--- config.mk ---
export PLATFORM = sky130hd
export DESIGN_NAME = xcfg_route_mem
export DESIGN_NICKNAME = d
export VERILOG_FILES = /design/src/rtl/xcfg_pkg.sv /design/src/rtl/xcfg_slice_mem.sv /design/src/rtl/xcfg_serial_ctrl.sv /design/src/rtl/xcfg_readback_sr.sv /design/src/rtl/xcfg_route_mem.sv
export SDC_FILE = /design/constraint.sdc
export NUM_CORES = 1
export LEC_CHECK = 0
export ABC_AREA = 0
export CORE_ASPECT_RATIO = 0.9
export CORE_MARGIN = 5
export CORE_UTILIZATION = 30
export CTS_BUF_LIST = sky130_fd_sc_hd__clkbuf_2
export CTS_CLUSTER_DIAMETER = 150
export CTS_CLUSTER_SIZE = 14
export DETAILED_ROUTE_END_ITERATION = 10
export GPL_TIMING_DRIVEN = 0
export PLACE_DENSITY_LB_ADDON = 0.12
export RECOVER_POWER = 50
export SYNTH_ARGS = -nofsm -noshare
export SYNTH_HDL_FRONTEND = slang
export SYNTH_SLANG_ARGS = --single-unit
--- constraint.sdc ---
create_clock -name clk -period 1.7 [get_ports clk]
set_input_delay 0.17 -clock clk [delete_from_list [all_inputs] [get_ports clk]]
set_output_delay 0.17 -clock clk [all_outputs]
set_load 0.02 [all_outputs]
--- src/rtl/xcfg_pkg.sv ---
package xcfg_pkg;

  // Operation applied to the read-back register on a clock edge
  typedef enum logic [1:0] {
    SR_HOLD    = 2'd0,
    SR_CAPTURE = 2'd1,
    SR_SHIFT   = 2'd2
  } sr_op_e;

endpackage

--- src/rtl/xcfg_slice_mem.sv ---
module xcfg_slice_mem #(
  parameter int NUM_SLICES = 37,
  parameter int WORD_W     = 7,
  parameter int ADDR_W     = 6
) (
  input  logic                         clk,
  input  logic                         rst,
  input  logic                         wr_en,
  input  logic [ADDR_W-1:0]            wr_addr,
  input  logic [WORD_W-1:0]            wr_data,
  output logic [NUM_SLICES*WORD_W-1:0] snap,
  output logic [NUM_SLICES-1:0]        out_en
);

  localparam logic [WORD_W-1:0] OFF_CODE  = {WORD_W{1'b1}};
  localparam logic [ADDR_W:0]   ADDR_LIM  = (ADDR_W+1)'(NUM_SLICES);

  logic [WORD_W-1:0] word_q [NUM_SLICES];
  logic              addr_ok;

  assign addr_ok = ({1'b0, wr_addr} < ADDR_LIM);

  always_ff @(posedge clk) begin
    if (rst) begin
      for (int i = 0; i < NUM_SLICES; i++) word_q[i] <= OFF_CODE;
    end else if (wr_en && addr_ok) begin
      word_q[wr_addr] <= wr_data;
    end
  end

  genvar g;
  generate
    for (g = 0; g < NUM_SLICES; g++) begin : g_slice
      assign snap[g*WORD_W +: WORD_W] = word_q[g];
      assign out_en[g]                = (word_q[g] != OFF_CODE);
    end
  endgenerate


  wr_store_chk: assert property (@(posedge clk) disable iff (rst)
    (wr_en && addr_ok) |=> (word_q[$past(wr_addr)] == $past(wr_data)));


  bad_addr_chk: assert property (@(posedge clk) disable iff (rst)
    (wr_en && !addr_ok) |=> $stable(snap));


  off_flag_chk: assert property (@(posedge clk) disable iff (rst)
    (wr_en && addr_ok && wr_data == OFF_CODE) |=> !out_en[$past(wr_addr)]);

endmodule

--- src/rtl/xcfg_serial_ctrl.sv ---
module xcfg_serial_ctrl #(
  parameter int SYNC_STAGES = 2
) (
  input  logic             clk,
  input  logic             rst,
  input  logic             sclk,
  input  logic             ser_mode,
  input  logic             scan_en,
  output xcfg_pkg::sr_op_e op
);
  import xcfg_pkg::*;

  localparam int LAST = SYNC_STAGES - 1;

  // bit 2: shift clock, bit 1: serial mode, bit 0: scan enable
  logic [SYNC_STAGES-1:0][2:0] sync_q;
  logic                        sclk_prev_q;
  logic                        rise;

  always_ff @(posedge clk) begin
    if (rst) begin
      sync_q      <= '0;
      sclk_prev_q <= 1'b0;
    end else begin
      sync_q[0] <= {sclk, ser_mode, scan_en};
      for (int s = 1; s < SYNC_STAGES; s++) sync_q[s] <= sync_q[s-1];
      sclk_prev_q <= sync_q[LAST][2];
    end
  end

  assign rise = sync_q[LAST][2] & ~sclk_prev_q;

  always_comb begin
    op = SR_HOLD;
    if (rise && sync_q[LAST][0])      op = SR_SHIFT;
    else if (rise && sync_q[LAST][1]) op = SR_CAPTURE;
  end


  single_pulse_chk: assert property (@(posedge clk) disable iff (rst)
    (op != SR_HOLD) |=> (op == SR_HOLD));

endmodule

--- src/rtl/xcfg_readback_sr.sv ---
module xcfg_readback_sr #(
  parameter int TOTAL_BITS = 259
) (
  input  logic                  clk,
  input  logic                  rst,
  input  xcfg_pkg::sr_op_e      op,
  input  logic [TOTAL_BITS-1:0] snap,
  output logic                  sdo
);
  import xcfg_pkg::*;

  logic [TOTAL_BITS-1:0] sr_q;

  always_ff @(posedge clk) begin
    if (rst) begin
      sr_q <= '0;
    end else begin
      case (op)
        SR_CAPTURE: sr_q <= snap;
        SR_SHIFT:   sr_q <= {sr_q[TOTAL_BITS-2:0], 1'b0};
        default:    sr_q <= sr_q;
      endcase
    end
  end

  assign sdo = sr_q[TOTAL_BITS-1];


  capture_chk: assert property (@(posedge clk) disable iff (rst)
    (op == SR_CAPTURE) |=> (sr_q == $past(snap)));


  shift_chk: assert property (@(posedge clk) disable iff (rst)
    (op == SR_SHIFT) |=> (sdo == $past(sr_q[TOTAL_BITS-2]) && !sr_q[0]));


  hold_chk: assert property (@(posedge clk) disable iff (rst)
    (op == SR_HOLD) |=> $stable(sr_q));

endmodule

--- src/rtl/xcfg_route_mem.sv ---
module xcfg_route_mem #(
  parameter int NUM_SLICES  = 37,
  parameter int WORD_W      = 7,
  parameter int SYNC_STAGES = 2,
  localparam int ADDR_W     = (NUM_SLICES > 1) ? $clog2(NUM_SLICES) : 1,
  localparam int TOTAL_BITS = NUM_SLICES * WORD_W
) (
  input  logic                  clk,
  input  logic                  rst,
  input  logic                  wr_en,
  input  logic [ADDR_W-1:0]     wr_addr,
  input  logic [WORD_W-1:0]     wr_data,
  input  logic                  sclk,
  input  logic                  ser_mode,
  input  logic                  scan_en,
  output logic                  sdo,
  output logic [NUM_SLICES-1:0] out_en
);
  import xcfg_pkg::*;

  logic [TOTAL_BITS-1:0] snap;
  sr_op_e                op;

  xcfg_slice_mem #(
    .NUM_SLICES (NUM_SLICES),
    .WORD_W     (WORD_W),
    .ADDR_W     (ADDR_W)
  ) mem_i (
    .clk     (clk),
    .rst     (rst),
    .wr_en   (wr_en),
    .wr_addr (wr_addr),
    .wr_data (wr_data),
    .snap    (snap),
    .out_en  (out_en)
  );

  xcfg_serial_ctrl #(
    .SYNC_STAGES (SYNC_STAGES)
  ) ctrl_i (
    .clk      (clk),
    .rst      (rst),
    .sclk     (sclk),
    .ser_mode (ser_mode),
    .scan_en  (scan_en),
    .op       (op)
  );

  xcfg_readback_sr #(
    .TOTAL_BITS (TOTAL_BITS)
  ) sr_i (
    .clk  (clk),
    .rst  (rst),
    .op   (op),
    .snap (snap),
    .sdo  (sdo)
  );


  post_reset_chk: assert property (@(posedge clk)
    $fell(rst) |-> (out_en == '0 && !sdo));

endmodule

==> reports/qor.yml, run 1 <==
die:
  io-pin-count: 57
  die-area_mm2: 0.0785
  chipWidth_um: 295
  die_y_um: 266
  start_util_pct: 30.1
  core_mm2: 0.0727
  rows: 94
clock_network:
  clock_latency_ns: 1.14
  cts_buffers: 43
  htree_levels: 2
  cts.path.max_buffers: 3
  clock_tree.root_cell: "clkbuf_2"
  cts_sinks: 525
  cts_tree: "done"
  cts.clk_slew.worst_paths_ns: 0.30
logic_synthesis:
  synth_area_mm2: 0.0219
  ys_seq_area_share_pct: 59.8
  syn-instance-count: 2206
  yosysWarnings: 0
  ys_ff_latch: 525
  avgSynthCellArea_um2: 9.93
  synth_cell_types: 36
  syn-num-nets: 2225
power_and_ir_drop:
  clockPowerShare_pct: 26.2
  p_leak_nw: 8.59
  total_power_mw: 20.9
  combPwrFrac_pct: 7.6
  ir_drop_mv: 0.383
  p_int_mw: 15.4
  p_switching_mw: 5.50
  switching_share_pct: 26.3
  p_seq_share_pct: 66.2
  power_density_mw_per_mm2: 839
sta:
  finClkSkew_ns: 0.112
  timing.slew.headroom_pct: 35.7
  holdWs_ns: 0.173
  finalMaxSlewViolations: 0
  finalHoldViolCount: 0
  fin_crit_sh_pct: 143
  min_period_ns: 2.43
  setup_ws_ns: -0.730
  fin_tns_setup_ns: -39.20
  worst_slew_pin_slew_ns: 0.964
  rsz0062_at_grt: "yes"
  fmaxAchievable_ghz: 0.411
  setup_viol: 241
cells_and_area:
  fillers: 7587
  drive_gt1_share_pct: 14.1
  syn2layout_area_growth_pct: 14.0
  fin_nets: 2415
global_routing:
  grt_pass1_vias: 16233
  antenna_found_initial: 5
  grtUsageTotal_pct: 15.7
  overflow: 0
  grt_max_degree: 20
  grt_pass1_wl_um: 97200
route:
  wl_per_cell_um: 18.7
  drc_errors: 0
  vias: 16933
  ant_nets: 0
  via_per_inst: 4.99
  drt-pass1-iter-count: 5
  totalWireLength_um: 63500
  drt_first_iter_violations: 1190
worst_setup_path:
  end_kind: "output port"
  crit_fanout: 2
  worstSetupStartpointType: "register"
  crit_type: "register to output port"
  crit_arrival_ns: 2.26
  required_ns: 1.53
min_path:
  hp-class: "primary input to register"
flow_run:
  cap_violations: 0
placement:
  dp_hpwl_um: 43200
  port_buffers: 56
  gp_congestion: 0.806
outcome:
  violations: "negative setup slack"
  status: "finished, violations left"
[synth_stat cells (all sizes together)]
library cell	number	area share, %
nand4	37	1.1
or4b	4	0.25
nand4bb	4	0.21
a21o	24	0.82
edfxtp	259	36
o21bai	2	0.069
nand2b	6	0.17
a31o	5	0.20
buf	100	2.3
a22o	258	10
o21ba	1	0.046
a41o	6	0.27
nor3b	2	0.091
nor2	55	1.6
o21ai	259	5.9
nand2	780	13
clkbuf	80	1.4
nor3	3	0.069
and3	1	0.029
a21oi	1	0.023
or3	1	0.029
nand4b	1	0.040
inv	1	0.017
nand3	1	0.023
or4	1	0.051
or2	1	0.029
nor2b	10	0.29
and4	37	1.5
dfxtp	266	24
[timing repair]
item | 4_1_cts | 5_1_grt
endpoints found under the hold margin | 54 | 0
gates cloned | 0 | 0
pin swaps | 63 | 13
hold buffers | 15 | 0
resized for setup | 253 | 78
setup buffers | 49 | 26
setup endpoints to repair | 323 | 276
[flip-flops by register name, summed over array words and instances (netlist names)]
name / flops
mem_i.word_q: 259
ctrl_i.sync_q: 6
ctrl_i.sclk_prev_q: 1
sr_i.sr_q: 259
[kinds of logic after synthesis]
group | count (synthesis) | synth area share [%]
and+or+nand+nor | 944 | 18.8
AOI/OAI and AO/OA | 556 | 17.7
DFF | 525 | 59.8
buffers and inverters | 181 | 3.70
[per-layer routing]
metal | track usage (%) | vias up | wire length, um | share of wire, %
met3 | 2.03 | 67 | 2920 | 4.6
met5 | 0 | - | 16 | 0.025
met2 | 24.7 | 333 | 28400 | 45
met4 | 3.16 | 2 | 971 | 1.5
li1 | - | 8177 | - | -
met1 | 23.4 | 8354 | 31200 | 49
[path summary, 6_finish.rpt]
check                           slack [ns]  cells past startpoint                           endpoint                         startpoint
worst min register to register        0.50                      1      ctrl_i.sclk_prev_q$_SDFF_PP0_        ctrl_i.sync_q[5]$_SDFF_PP0_
worst max register to register        0.02                      6        sr_i.sr_q[111]$_SDFFE_PP0P_        ctrl_i.sync_q[3]$_SDFF_PP0_
worst max-delay path                 -0.73                      3                         out_en[36]  mem_i.word_q[36][4]$_SDFFCE_PN1P_
worst min-delay path                  0.17                      2  mem_i.word_q[15][0]$_SDFFCE_PN1P_                         wr_addr[2]
[worst max-delay path, cell delays in order, from the launching register on]
cell and delay, ns:
edfxtp_1 0.43, and4_1 0.19, nand4_1 0.27, buf_6 0.25
[area by class of cell]
class | instances | area [um2] | area share, %
Tap cell | 960 | 1200 | 4.81
Clock inverter | 3 | 42.5 | 0.170
Clock buffer | 75 | 375 | 1.50
Timing Repair Buffer | 146 | 1270 | 5.11
Sequential cell | 525 | 13100 | 52.5
Multi-Input combinational cell | 1500 | 7970 | 31.9
Inverter | 1 | 3.75 | 0.0150
Antenna cell | 3 | 7.51 | 0.0301
Buffer | 179 | 973 | 3.90
[power groups by stage]
stage / clock network [mW] / logic, mW / registers (mW)
6_report: 5.48 / 1.59 / 13.9
5_1_grt: 6.23 / 1.72 / 13.9
4_1_cts: 5.77 / 1.54 / 13.9
3_5_place_dp: 0 / 1.39 / 14.1
3_3_place_gp: 0 / 1.38 / 14.1
2_1_floorplan: 0 / 0.833 / 14.0
[stage by stage]
step           instance area [um2]  instances  worst slack [ns]  util (%)
2_1_floorplan                21900       2206             0.168         -
3_3_place_gp                 23700       3222             -1.32      32.5
6_report                     25000       3392            -0.730      34.3
3_5_place_dp                 23700       3222             -1.33      32.5
5_1_grt                      25000       3391            -0.887      34.3
4_1_cts                      24700       3363            -0.857      33.9
[cells in the final DEF, fill, tap and decap left out, types with 2 or more instances in the layout]
master           netlist  final
a21o_1                24     24
a22o_1               258    258
a31o_1                 0      3
a31o_2                 5      2
a41o_1                 6      6
and4_1                37     37
buf_2                 89     56
buf_4                  1    103
buf_6                  2     37
clkbuf_1              80     60
clkbuf_2               0    100
clkbuf_4               0     10
clkdlybuf4s50_1        0     13
dfxtp_1              266    265
diode_2                0      3
dlygate4sd3_1          0     19
edfxtp_1             259    259
nand2_1              779    779
nand2b_1               6      5
nand4_1               37     37
nand4bb_1              4      4
nor2_1                28     34
nor2_2                12      6
nor2_4                15     15
nor2b_1               10     10
nor3_1                 3      3
o21ai_0              259    259
o21bai_2               0      2
or4b_4                 4      3
Power figures use the tool's default switching activity.
==> inputs of run 2 (changes only) <==
--- a/config.mk
+++ b/config.mk
@@ -15,7 +15,6 @@
 export DETAILED_ROUTE_END_ITERATION = 10
 export GPL_TIMING_DRIVEN = 0
 export PLACE_DENSITY_LB_ADDON = 0.12
-export RECOVER_POWER = 50
 export SYNTH_ARGS = -nofsm -noshare
 export SYNTH_HDL_FRONTEND = slang
 export SYNTH_SLANG_ARGS = --single-unit
==> run 2 against run 1 <==
Effect of this change: the flow still finishes with violations (negative setup slack); via count about the same; cell area increased by 0.27%; cell count unchanged; largest power group unchanged; combinational power about the same; clock power is essentially flat; fmax hardly changed.
==> reports/qor.yml, run 2 (synthesis gave the netlist of run 1 again) <==
sta:
  fin_tns_setup_ns: -19.36
  finalHoldViolCount: 0
  holdWs_ns: 0.137
  worst_slew_pin_slew_ns: 0.849
  rsz0062_at_grt: "yes"
  finClkSkew_ns: 0.108
  fin_crit_sh_pct: 143
  fmaxAchievable_ghz: 0.412
  setup_ws_ns: -0.729
  timing.slew.headroom_pct: 43.4
  finalMaxSlewViolations: 0
  min_period_ns: 2.43
  setup_viol: 38
global_routing:
  grtUsageTotal_pct: 15.7
  overflow: 0
  grt_pass1_vias: 16233
  grt_pass1_wl_um: 97200
  grt_max_degree: 20
  antenna_found_initial: 4
placement:
  placed_cell_area_mm2: 0.0237
  port_buffers: 56
  gp_congestion: 0.806
  pre_cts_slack_ns: -1.33
  dp_hpwl_um: 43200
route:
  totalWireLength_um: 63500
  met2_length_um: 28200
  drc_errors: 0
  wl_met1_um: 31200
  via_per_inst: 5.00
  vias: 16944
  wl_met3_um: 3000
  drt-pass1-iter-count: 6
  ant_nets: 0
  wl_per_cell_um: 18.7
  routed.top_layer: "met5"
  drt_first_iter_violations: 1242
cells_and_area:
  fillers: 7575
  drive_gt1_share_pct: 14.9
  layout.area.seq_mm2: 0.0131
  reg.largest.list: "mem_i.word_q x259, sr_i.sr_q x259, ctrl_i.sync_q x6"
  fin_area_mm2: 0.0250
  multi_input_area_mm2: 0.00803
  syn2layout_area_growth_pct: 14.3
  fin_nets: 2415
  layout_commonest_cell: "nand2_1"
  layout_common_cells: "nand2_1 (779), dfxtp_1 (264), o21ai_0 (259), edfxtp_1 (259), a22o_1 (258)"
outcome:
  status: "finished, violations left"
  violations: "negative setup slack"
clock_network:
  cts_buffers: 43
  htree_levels: 2
  cts.path.max_buffers: 3
  cts.clk_slew.worst_paths_ns: 0.29
  cts_sinks: 525
  clock_tree.root_cell: "clkbuf_2"
  clock_latency_ns: 1.13
  cts_tree: "done"
worst_setup_path:
  crit_arrival_ns: 2.26
  required_ns: 1.53
  worstSetupStartpointType: "register"
  crit_type: "register to output port"
  startpoint: "mem_i.word_q[36][4]$_SDFFCE_PN1P_"
  crit_fanout: 2
  end_kind: "output port"
  r2r-start: "ctrl_i.sclk_prev_q$_SDFF_PP0_"
power_and_ir_drop:
  p_leak_nw: 8.61
  total_power_mw: 21.0
  ir_drop_mv: 0.380
  power_density_mw_per_mm2: 838
min_path:
  hold_start: "wr_data[6]"
  hp-class: "primary input to register"
die:
  rows: 94
  core_mm2: 0.0727
  die-area_mm2: 0.0785
  start_util_pct: 30.1
  die_y_um: 266
  chipWidth_um: 295
  io-pin-count: 57
flow_run:
  cap_violations: 0
run 2: path summary, 6_finish.rpt:
path                                 endpoint  slack, ns  depth (start not counted)
max                                out_en[36]      -0.73                          3
min          mem_i.word_q[8][6]$_SDFFCE_PN1P_       0.14                          4
max reg2reg       sr_i.sr_q[208]$_SDFFE_PP0P_       0.04                          6
min reg2reg       ctrl_i.sync_q[5]$_SDFF_PP0_       0.50                          1
run 2: metrics by stage:
stage,utilization (%),std cells
floorplan,-,2206
global placement,32.5,3222
detailed placement,32.5,3222
CTS,33.9,3363
global route,34.4,3391
finish,34.4,3392
run 2: final cells by class:
| type | instances | area share, % |
|---|---|---|
| flip-flops and latches | 525 | 52.4 |
| multi-input cells | 1500 | 32.1 |
| repair buffers | 146 | 5.09 |
| well taps | 960 | 4.80 |
| plain buffers | 179 | 3.92 |
| clock buffers | 75 | 1.50 |
| clock inverters | 3 | 0.170 |
| diodes | 3 | 0.0300 |
| inverters | 1 | 0.0150 |
run 2: worst max-delay path: stages (launching register included):
cell	delay, ns
edfxtp_1	0.43
and4_1	0.19
nand4_1	0.27
buf_6	0.25
run 2: routing by layer:
metal	global-route usage [%]	vias to the layer above
met2	24.7	368
li1	-	8180
met1	23.4	8326
met3	2.03	68
met5	0	-
met4	3.16	2
run 2: where the power goes:
part / leakage [nW] / internal [mW] / total (mW) / switching [mW]
combinational: 3.52 / 0.508 / 1.60 / 1.10
sequential: 4.75 / 13.7 / 13.9 / 0.212
clock: 0.334 / 1.28 / 5.49 / 4.21
run 2: what timing repair did:
action,4_1_cts,5_1_grt
pin swaps,63,13
buffers inserted,49,26
endpoints found under the setup margin,323,276
hold buffers,15,0
endpoints found under the hold margin,54,0
resized for setup,253,78
